[config.mk]
export PLATFORM = sky130hd
export DESIGN_NAME = mlink_sync_ctrl
export DESIGN_NICKNAME = d
export VERILOG_FILES = /design/src/rtl/mlsc_pkg.sv /design/src/rtl/mlsc_link_pwr.sv /design/src/rtl/mlsc_period_gen.sv /design/src/rtl/mlsc_go_fsm.sv /design/src/rtl/mlink_sync_ctrl.sv
export SDC_FILE = /design/constraint.sdc
export NUM_CORES = 1
export LEC_CHECK = 0
export BUFFER_PORTS_ARGS = -buffer_cell sky130_fd_sc_hd__clkbuf_2
export CAP_MARGIN = 20
export CORE_MARGIN = 2
export CORE_UTILIZATION = 49
export DETAILED_ROUTE_END_ITERATION = 8
export PLACE_DENSITY = 0.77
export SLEW_MARGIN = 10
export SYNTH_ARGS = -nofsm -noshare
export SYNTH_HDL_FRONTEND = slang
export SYNTH_HIERARCHICAL = 1
export SYNTH_SLANG_ARGS = --single-unit
[constraint.sdc]
create_clock -name clk -period 2 [get_ports clk]
set_input_delay 0.3 -clock clk [delete_from_list [all_inputs] [get_ports clk]]
set_output_delay 0.3 -clock clk [all_outputs]
set_load 0.005 [all_outputs]
[src/rtl/mlsc_pkg.sv]
package mlsc_pkg;
    localparam int MAX_LINKS = 4;

    localparam logic [7:0] ADR_CAP  = 8'h00;
    localparam logic [7:0] ADR_LINK = 8'h04;
    localparam logic [7:0] ADR_SYNC = 8'h0C;

    localparam int STAT_LSB    = 8;
    localparam int PRD_FIELD_W = 15;
    localparam int LOAD_POS    = 15;
    localparam int ARM_LSB     = 16;
    localparam int GO_POS      = 24;

    typedef enum logic [1:0] {
        PWR_OFF      = 2'd0,
        PWR_WAIT_ACK = 2'd1,
        PWR_ON       = 2'd2
    } pwr_state_e;

    typedef enum logic {
        SYN_IDLE  = 1'b0,
        SYN_COUNT = 1'b1
    } syn_state_e;

    typedef enum logic {
        GO_IDLE  = 1'b0,
        GO_ARMED = 1'b1
    } go_state_e;
endpackage

[src/rtl/mlsc_link_pwr.sv]
module mlsc_link_pwr
    import mlsc_pkg::*;
(
    input  logic clk,
    input  logic rst_n,
    input  logic req,
    input  logic ack,
    output logic active
);
    pwr_state_e st_q;
    pwr_state_e st_d;

    always_ff @(posedge clk or negedge rst_n) begin
        if (!rst_n) begin
            st_q <= PWR_OFF;
        end else begin
            st_q <= st_d;
        end
    end

    always_comb begin
        st_d = st_q;
        unique case (st_q)
            PWR_OFF: begin
                if (req) begin
                    st_d = PWR_WAIT_ACK;
                end
            end
            PWR_WAIT_ACK: begin
                if (!req) begin
                    st_d = PWR_OFF;
                end else if (ack) begin
                    st_d = PWR_ON;
                end
            end
            PWR_ON: begin
                if (!req) begin
                    st_d = PWR_OFF;
                end
            end
            default: st_d = PWR_OFF;
        endcase
    end

    always_comb begin
        active = (st_q == PWR_ON);
    end
endmodule

[src/rtl/mlsc_period_gen.sv]
module mlsc_period_gen
    import mlsc_pkg::*;
#(
    parameter int PRD_W = PRD_FIELD_W
) (
    input  logic             clk,
    input  logic             rst_n,
    input  logic             load_req,
    input  logic [PRD_W-1:0] period_in,
    output logic             load_done,
    output logic             boundary,
    output logic             idle,
    output logic             sync_pulse
);
    syn_state_e       st_q;
    syn_state_e       st_d;
    logic [PRD_W-1:0] cnt_q;
    logic [PRD_W-1:0] cnt_d;
    logic [PRD_W-1:0] act_q;
    logic [PRD_W-1:0] act_d;
    logic             hit;
    logic             pulse_q;

    always_ff @(posedge clk or negedge rst_n) begin
        if (!rst_n) begin
            st_q  <= SYN_IDLE;
            cnt_q <= '0;
            act_q <= '0;
        end else begin
            st_q  <= st_d;
            cnt_q <= cnt_d;
            act_q <= act_d;
        end
    end

    always_comb begin
        st_d  = st_q;
        cnt_d = cnt_q;
        act_d = act_q;
        hit   = 1'b0;
        unique case (st_q)
            SYN_IDLE: begin
                if (load_req) begin
                    act_d = period_in;
                    cnt_d = period_in;
                    if (period_in != '0) begin
                        st_d = SYN_COUNT;
                    end
                end
            end
            SYN_COUNT: begin
                if (load_req) begin
                    act_d = period_in;
                    cnt_d = period_in;
                    st_d  = (period_in != '0) ? SYN_COUNT : SYN_IDLE;
                end else if (cnt_q == '0) begin
                    hit   = 1'b1;
                    cnt_d = act_q;
                end else begin
                    cnt_d = cnt_q - 1'b1;
                end
            end
            default: st_d = SYN_IDLE;
        endcase
    end

    always_ff @(posedge clk or negedge rst_n) begin
        if (!rst_n) begin
            pulse_q <= 1'b0;
        end else begin
            pulse_q <= hit;
        end
    end

    always_comb begin
        load_done  = load_req;
        idle       = (st_q == SYN_IDLE);
        boundary   = idle || hit;
        sync_pulse = pulse_q;
    end
endmodule

[src/rtl/mlsc_go_fsm.sv]
module mlsc_go_fsm
    import mlsc_pkg::*;
#(
    parameter int NUM_LINKS = MAX_LINKS
) (
    input  logic                 clk,
    input  logic                 rst_n,
    input  logic                 go_req,
    input  logic [NUM_LINKS-1:0] arm,
    input  logic [NUM_LINKS-1:0] link_on,
    input  logic                 boundary,
    output logic                 go_done,
    output logic                 arm_clr,
    output logic [NUM_LINKS-1:0] bank_sw
);
    go_state_e            st_q;
    go_state_e            st_d;
    logic                 fire;
    logic [NUM_LINKS-1:0] sw_q;

    always_ff @(posedge clk or negedge rst_n) begin
        if (!rst_n) begin
            st_q <= GO_IDLE;
        end else begin
            st_q <= st_d;
        end
    end

    always_comb begin
        st_d    = st_q;
        go_done = 1'b0;
        fire    = 1'b0;
        unique case (st_q)
            GO_IDLE: begin
                if (go_req) begin
                    if (arm == '0) begin
                        go_done = 1'b1;
                    end else begin
                        st_d = GO_ARMED;
                    end
                end
            end
            GO_ARMED: begin
                if (boundary) begin
                    fire    = 1'b1;
                    go_done = 1'b1;
                    st_d    = GO_IDLE;
                end
            end
            default: st_d = GO_IDLE;
        endcase
    end

    always_ff @(posedge clk or negedge rst_n) begin
        if (!rst_n) begin
            sw_q <= '0;
        end else begin
            sw_q <= fire ? (arm & link_on) : '0;
        end
    end

    always_comb begin
        arm_clr = fire;
        bank_sw = sw_q;
    end
endmodule

[src/rtl/mlink_sync_ctrl.sv]
module mlink_sync_ctrl
    import mlsc_pkg::*;
#(
    parameter int NUM_LINKS = MAX_LINKS,
    parameter int ADDR_W    = 8
) (
    input  logic                 clk,
    input  logic                 rst_n,
    input  logic                 reg_we,
    input  logic [ADDR_W-1:0]    reg_addr,
    input  logic [31:0]          reg_wdata,
    output logic [31:0]          reg_rdata,
    input  logic [NUM_LINKS-1:0] pwr_ack,
    output logic [NUM_LINKS-1:0] pwr_en,
    output logic                 sync_pulse,
    output logic [NUM_LINKS-1:0] bank_sw
);
    localparam logic [ADDR_W-1:0] A_CAP  = ADDR_W'(ADR_CAP);
    localparam logic [ADDR_W-1:0] A_LINK = ADDR_W'(ADR_LINK);
    localparam logic [ADDR_W-1:0] A_SYNC = ADDR_W'(ADR_SYNC);

    logic [NUM_LINKS-1:0]   req_q;
    logic [NUM_LINKS-1:0]   link_on;
    logic [NUM_LINKS-1:0]   arm_q;
    logic [PRD_FIELD_W-1:0] prd_q;
    logic                   load_q;
    logic                   go_q;
    logic                   wr_link;
    logic                   wr_sync;
    logic                   load_done;
    logic                   boundary;
    logic                   prd_idle;
    logic                   go_done;
    logic                   arm_clr;
    logic                   unused_wdata;

    assign wr_link      = reg_we && (reg_addr == A_LINK);
    assign wr_sync      = reg_we && (reg_addr == A_SYNC);
    assign unused_wdata = ^reg_wdata;

    always_ff @(posedge clk or negedge rst_n) begin
        if (!rst_n) begin
            req_q  <= '0;
            prd_q  <= '0;
            load_q <= 1'b0;
            arm_q  <= '0;
            go_q   <= 1'b0;
        end else begin
            if (wr_link) begin
                req_q <= reg_wdata[NUM_LINKS-1:0];
            end
            if (wr_sync) begin
                prd_q <= reg_wdata[PRD_FIELD_W-1:0];
            end
            load_q <= (load_q && !load_done) || (wr_sync && reg_wdata[LOAD_POS]);
            if (arm_clr) begin
                arm_q <= '0;
            end else if (wr_sync) begin
                arm_q <= reg_wdata[ARM_LSB +: NUM_LINKS];
            end
            go_q <= (go_q && !go_done) || (wr_sync && reg_wdata[GO_POS]);
        end
    end

    for (genvar n = 0; n < NUM_LINKS; n++) begin : g_link
        mlsc_link_pwr u_pwr (
            .clk    (clk),
            .rst_n  (rst_n),
            .req    (req_q[n]),
            .ack    (pwr_ack[n]),
            .active (link_on[n])
        );
    end

    mlsc_period_gen #(.PRD_W(PRD_FIELD_W)) u_period (
        .clk        (clk),
        .rst_n      (rst_n),
        .load_req   (load_q),
        .period_in  (prd_q),
        .load_done  (load_done),
        .boundary   (boundary),
        .idle       (prd_idle),
        .sync_pulse (sync_pulse)
    );

    mlsc_go_fsm #(.NUM_LINKS(NUM_LINKS)) u_go (
        .clk      (clk),
        .rst_n    (rst_n),
        .go_req   (go_q),
        .arm      (arm_q),
        .link_on  (link_on),
        .boundary (boundary),
        .go_done  (go_done),
        .arm_clr  (arm_clr),
        .bank_sw  (bank_sw)
    );

    assign pwr_en = req_q;

    always_comb begin
        reg_rdata = '0;
        case (reg_addr)
            A_CAP: begin
                reg_rdata[2:0] = 3'(NUM_LINKS);
            end
            A_LINK: begin
                reg_rdata[NUM_LINKS-1:0]          = req_q;
                reg_rdata[STAT_LSB +: NUM_LINKS]  = link_on;
            end
            A_SYNC: begin
                reg_rdata[PRD_FIELD_W-1:0]        = prd_q;
                reg_rdata[LOAD_POS]               = load_q;
                reg_rdata[ARM_LSB +: NUM_LINKS]   = arm_q;
                reg_rdata[GO_POS]                 = go_q;
            end
            default: begin
                reg_rdata = '0;
            end
        endcase
    end
endmodule

==> impl_metrics.toml <==
[setup_path]
slowest_stage_cell_on_the_critical_path = "sky130_fd_sc_hd__nor4_2"
timing.reg2reg.worst_path_depth = 6
cp.buffers_inverters = 1
worst_setup_slack_for_register_to_register_paths_ps = 140
max_stage_delay_ps = 460
cp.required_ps = 2230
timing.critical_path.from = "u_period/cnt_q[9]"
worstSetupEndpoint = "u_period/cnt_q[6]"
crit_path_cell_trace = "nor4_2 > nand4_4 > buf_12 > o21ai_1 > a21oi_1 > a221o_1"
crit_arrival_ps = 2100
worst-path-max-fanout = 11
worst-setup-path-type = "reg2reg"
start_kind = "flip-flop"
setup.worst_path.end_class = "flip-flop"
r2r_start = "u_period/cnt_q[9]"
reg2reg_to = "u_period/cnt_q[6]"
timing.critical_path.max_delay_family = "simple AND/OR/NAND/NOR gates"
total_stage_count_of_the_critical_path = 6

[clocking]
cts-root-buf = "sky130_fd_sc_hd__clkbuf_8"
cts_tree = "built"
total_clock_buffers_created_by_cts = 9
clk-insertion-delay-late_ps = 340
cts.clk_slew.worst_paths_ps = 80
clockBufferDepth = 2
htree_num_levels = 3
tritoncts_num_sinks = 70

[synthesis]
yosys.cell_types.count = 57
ys.flop_type = "sky130_fd_sc_hd__dfrtp_1"
count_of_flip_flops_with_a_built_in_enable_after_synthesis = 0
synth_cells = 342
synth_top_cell_area_share_pct = 47.00
yosys_warnings = 6
ys_ff_latch = 70
synth.largest_area_cell = "sky130_fd_sc_hd__dfrtp_1"
ys_top_cells_by_area = "sky130_fd_sc_hd__dfrtp_1 (47%), sky130_fd_sc_hd__mux2_2 (7.3%), sky130_fd_sc_hd__mux2_4 (3.2%)"
netlist_area_um2 = 3727
ys_seq_area_share_pct = 47.00
synth-async-reset-ratio_pct = 100.0
synthesis.area_per_instance_um2 = 10.90

[sta]
finalHoldViolCount = 0
timing_worst_slew_pin_value_ps = 566.7
timing.final.crit_share_pct = 93.22
maxSlewViolCount = 0
fin_clk_skew_ps = 6.797
timing.max_slew.rel_slack_pct = 62.22
setup_viol = 0
period_needed_ps = 1864
setup_total_negative_slack_ps = 0
maxClockFrequency_mhz = 536.3

[place]
place_hpwl_um = 6402
gp_congestion = 0.8413
port_buffers = 65

[floorplanning]
top_level_ports = 88
rows = 31
die_y_um = 91.22
horizontal_die_dimension_um = 91.22
start_util_pct = 51.12
fp.dieArea_um2 = 8320
core-area_um2 = 7292

[grt]
grt_antenna_before_repair = 0
track_usage_pct = 22.71
vias_in_the_first_global_route = 2974
gr-total-overflow = 0
grt_start_max_net_pins = 39
grt_first_pass_wirelength_um = 14930

[power]
power.static_leakage_uw = 0.002250
power.density_cell_area_nw_per_um2 = 1010
ir_drop_uv = 553.0

[layout]
layout_common_cells = "sky130_fd_sc_hd__dfrtp_1 (70), sky130_fd_sc_hd__clkbuf_2 (64), sky130_fd_sc_hd__mux2_2 (24)"
final.fill_count = 602
num-nets-final = 472
finalCoreUtilization_pct = 62.54
leading_cell_type_in_the_layout_fill_and_taps_excluded = "sky130_fd_sc_hd__dfrtp_1"
layout_cell_share_with_drive_strength_beyond_1_pct = 36.68
synthToLayoutAreaGrowth_pct = 22.36
antenna_cells = 0

[routing]
drcViolationCount = 0
post_drt_wl_per_cell_um = 17.50
detailedRoute.firstPassIterationCount = 5
drt_first_iter_violations = 251
vias = 3056
vias_per_cell = 5.799
detailed_route_wl_um = 9224
final_antenna_net_count = 0

[run_status]
status = "complete, no violations"

[min_path]
worst_hold_path_type = "in2reg"

[job]
max_cap_violations = 0
## state kept, by name, indices dropped and copies added (netlist names), 4 cells and up, named ones only
signal and count:
u_period/act_q 15, arm_q 4, pwr_en 4, prd_q 15, g_link.u_pwr/st_q 8, u_go/bank_sw 4, u_period/cnt_q 15
## per-layer routing
layer,GRT usage [%],vias to the layer above,share of wire [%]
met5,0,-,0
met4,6.566,0,1.1
met3,5.975,10,7.1
met2,35.80,122,50
met1,31.04,1520,42
li1,-,1404,-
## cells by family (layout without fill, tap and decap cells)
logic type | after synthesis | in the layout | share of synthesized area (%)
muxes | 41 | 41 | 12.89
buffers and inverters | 39 | 115 | 5.471
and+or+nand+nor | 106 | 106 | 18.23
AOI/OAI and AO/OA | 76 | 76 | 14.00
other | 1 | 11 | 0.1006
DFF | 70 | 70 | 47.00
xor gates and xnor gates | 7 | 7 | 1.645
adders and majority gates | 2 | 2 | 0.6713
## per-stage QoR
step                cell area (um^2)  total power [uW]  worst slack (ps)  hold WS, ps  std cells
floorplan                       3771              2767             25.21        4.409        352
global placement                4232              3180             71.35        312.1        507
detailed placement              4232              3221            -12.59        318.0        507
CTS                             4466              4504             33.84        124.2        524
global route                    4561              4869            -8.763        124.8        527
finish                          4561              4604             135.5        136.6        527
## power by group
group / leakage (uW) / internal (uW) / switching [uW] / total [uW]
registers: 0.000953 / 1590 / 223 / 1810
clock network: 0.000108 / 731 / 536 / 1270
logic: 0.00119 / 697 / 829 / 1530
total: 0.00225 / 3020 / 1590 / 4600
## worst min path at each step
stage                          start                       to  slack (ps)  cells past startpoint
final                     pwr_ack[0]  g_link[0].u_pwr/st_q[0]         140                      2
after global routing      pwr_ack[1]  g_link[1].u_pwr/st_q[0]         120                      2
after CTS                 pwr_ack[1]  g_link[1].u_pwr/st_q[0]         120                      2
after detailed placement       rst_n  g_link[0].u_pwr/st_q[0]         320                      1
after global placement         rst_n  g_link[0].u_pwr/st_q[0]         310                      1
after floorplan                rst_n                 arm_q[0]           4                      0
## cell usage after synthesis (6+ instances only)
cell	count
sky130_fd_sc_hd__dfrtp_1	70
sky130_fd_sc_hd__nand2_1	15
sky130_fd_sc_hd__mux2_4	8
sky130_fd_sc_hd__a21oi_1	14
sky130_fd_sc_hd__buf_4	13
sky130_fd_sc_hd__o31ai_1	6
sky130_fd_sc_hd__clkbuf_1	12
sky130_fd_sc_hd__a22oi_1	9
sky130_fd_sc_hd__inv_1	11
sky130_fd_sc_hd__and3_1	18
sky130_fd_sc_hd__nand2b_1	6
sky130_fd_sc_hd__mux2i_1	9
sky130_fd_sc_hd__o21ai_1	21
sky130_fd_sc_hd__nor2_1	22
sky130_fd_sc_hd__mux2_2	24
## cell type report
cell class,instances,area (um^2),share of cell area [%]
Clock inverter,6,85.08,1.866
Sequential cell,70,1752,38.41
Timing Repair Buffer,88,555.5,12.18
Clock buffer,10,137.6,3.018
Tap cell,99,123.9,2.716
Inverter,11,41.29,0.9054
Multi-Input combinational cell,243,1866,40.91
## what timing repair did
item | CTS | global route
setup buffers | 0 | 1
setup endpoints to repair | 1 | 17
pin swaps | 0 | 1
gates resized for setup | 1 | 11
hold buffers | 1 | 0
endpoints found under the hold margin | 21 | 0
gates cloned | 0 | 1
Power figures use the tool's default switching activity.
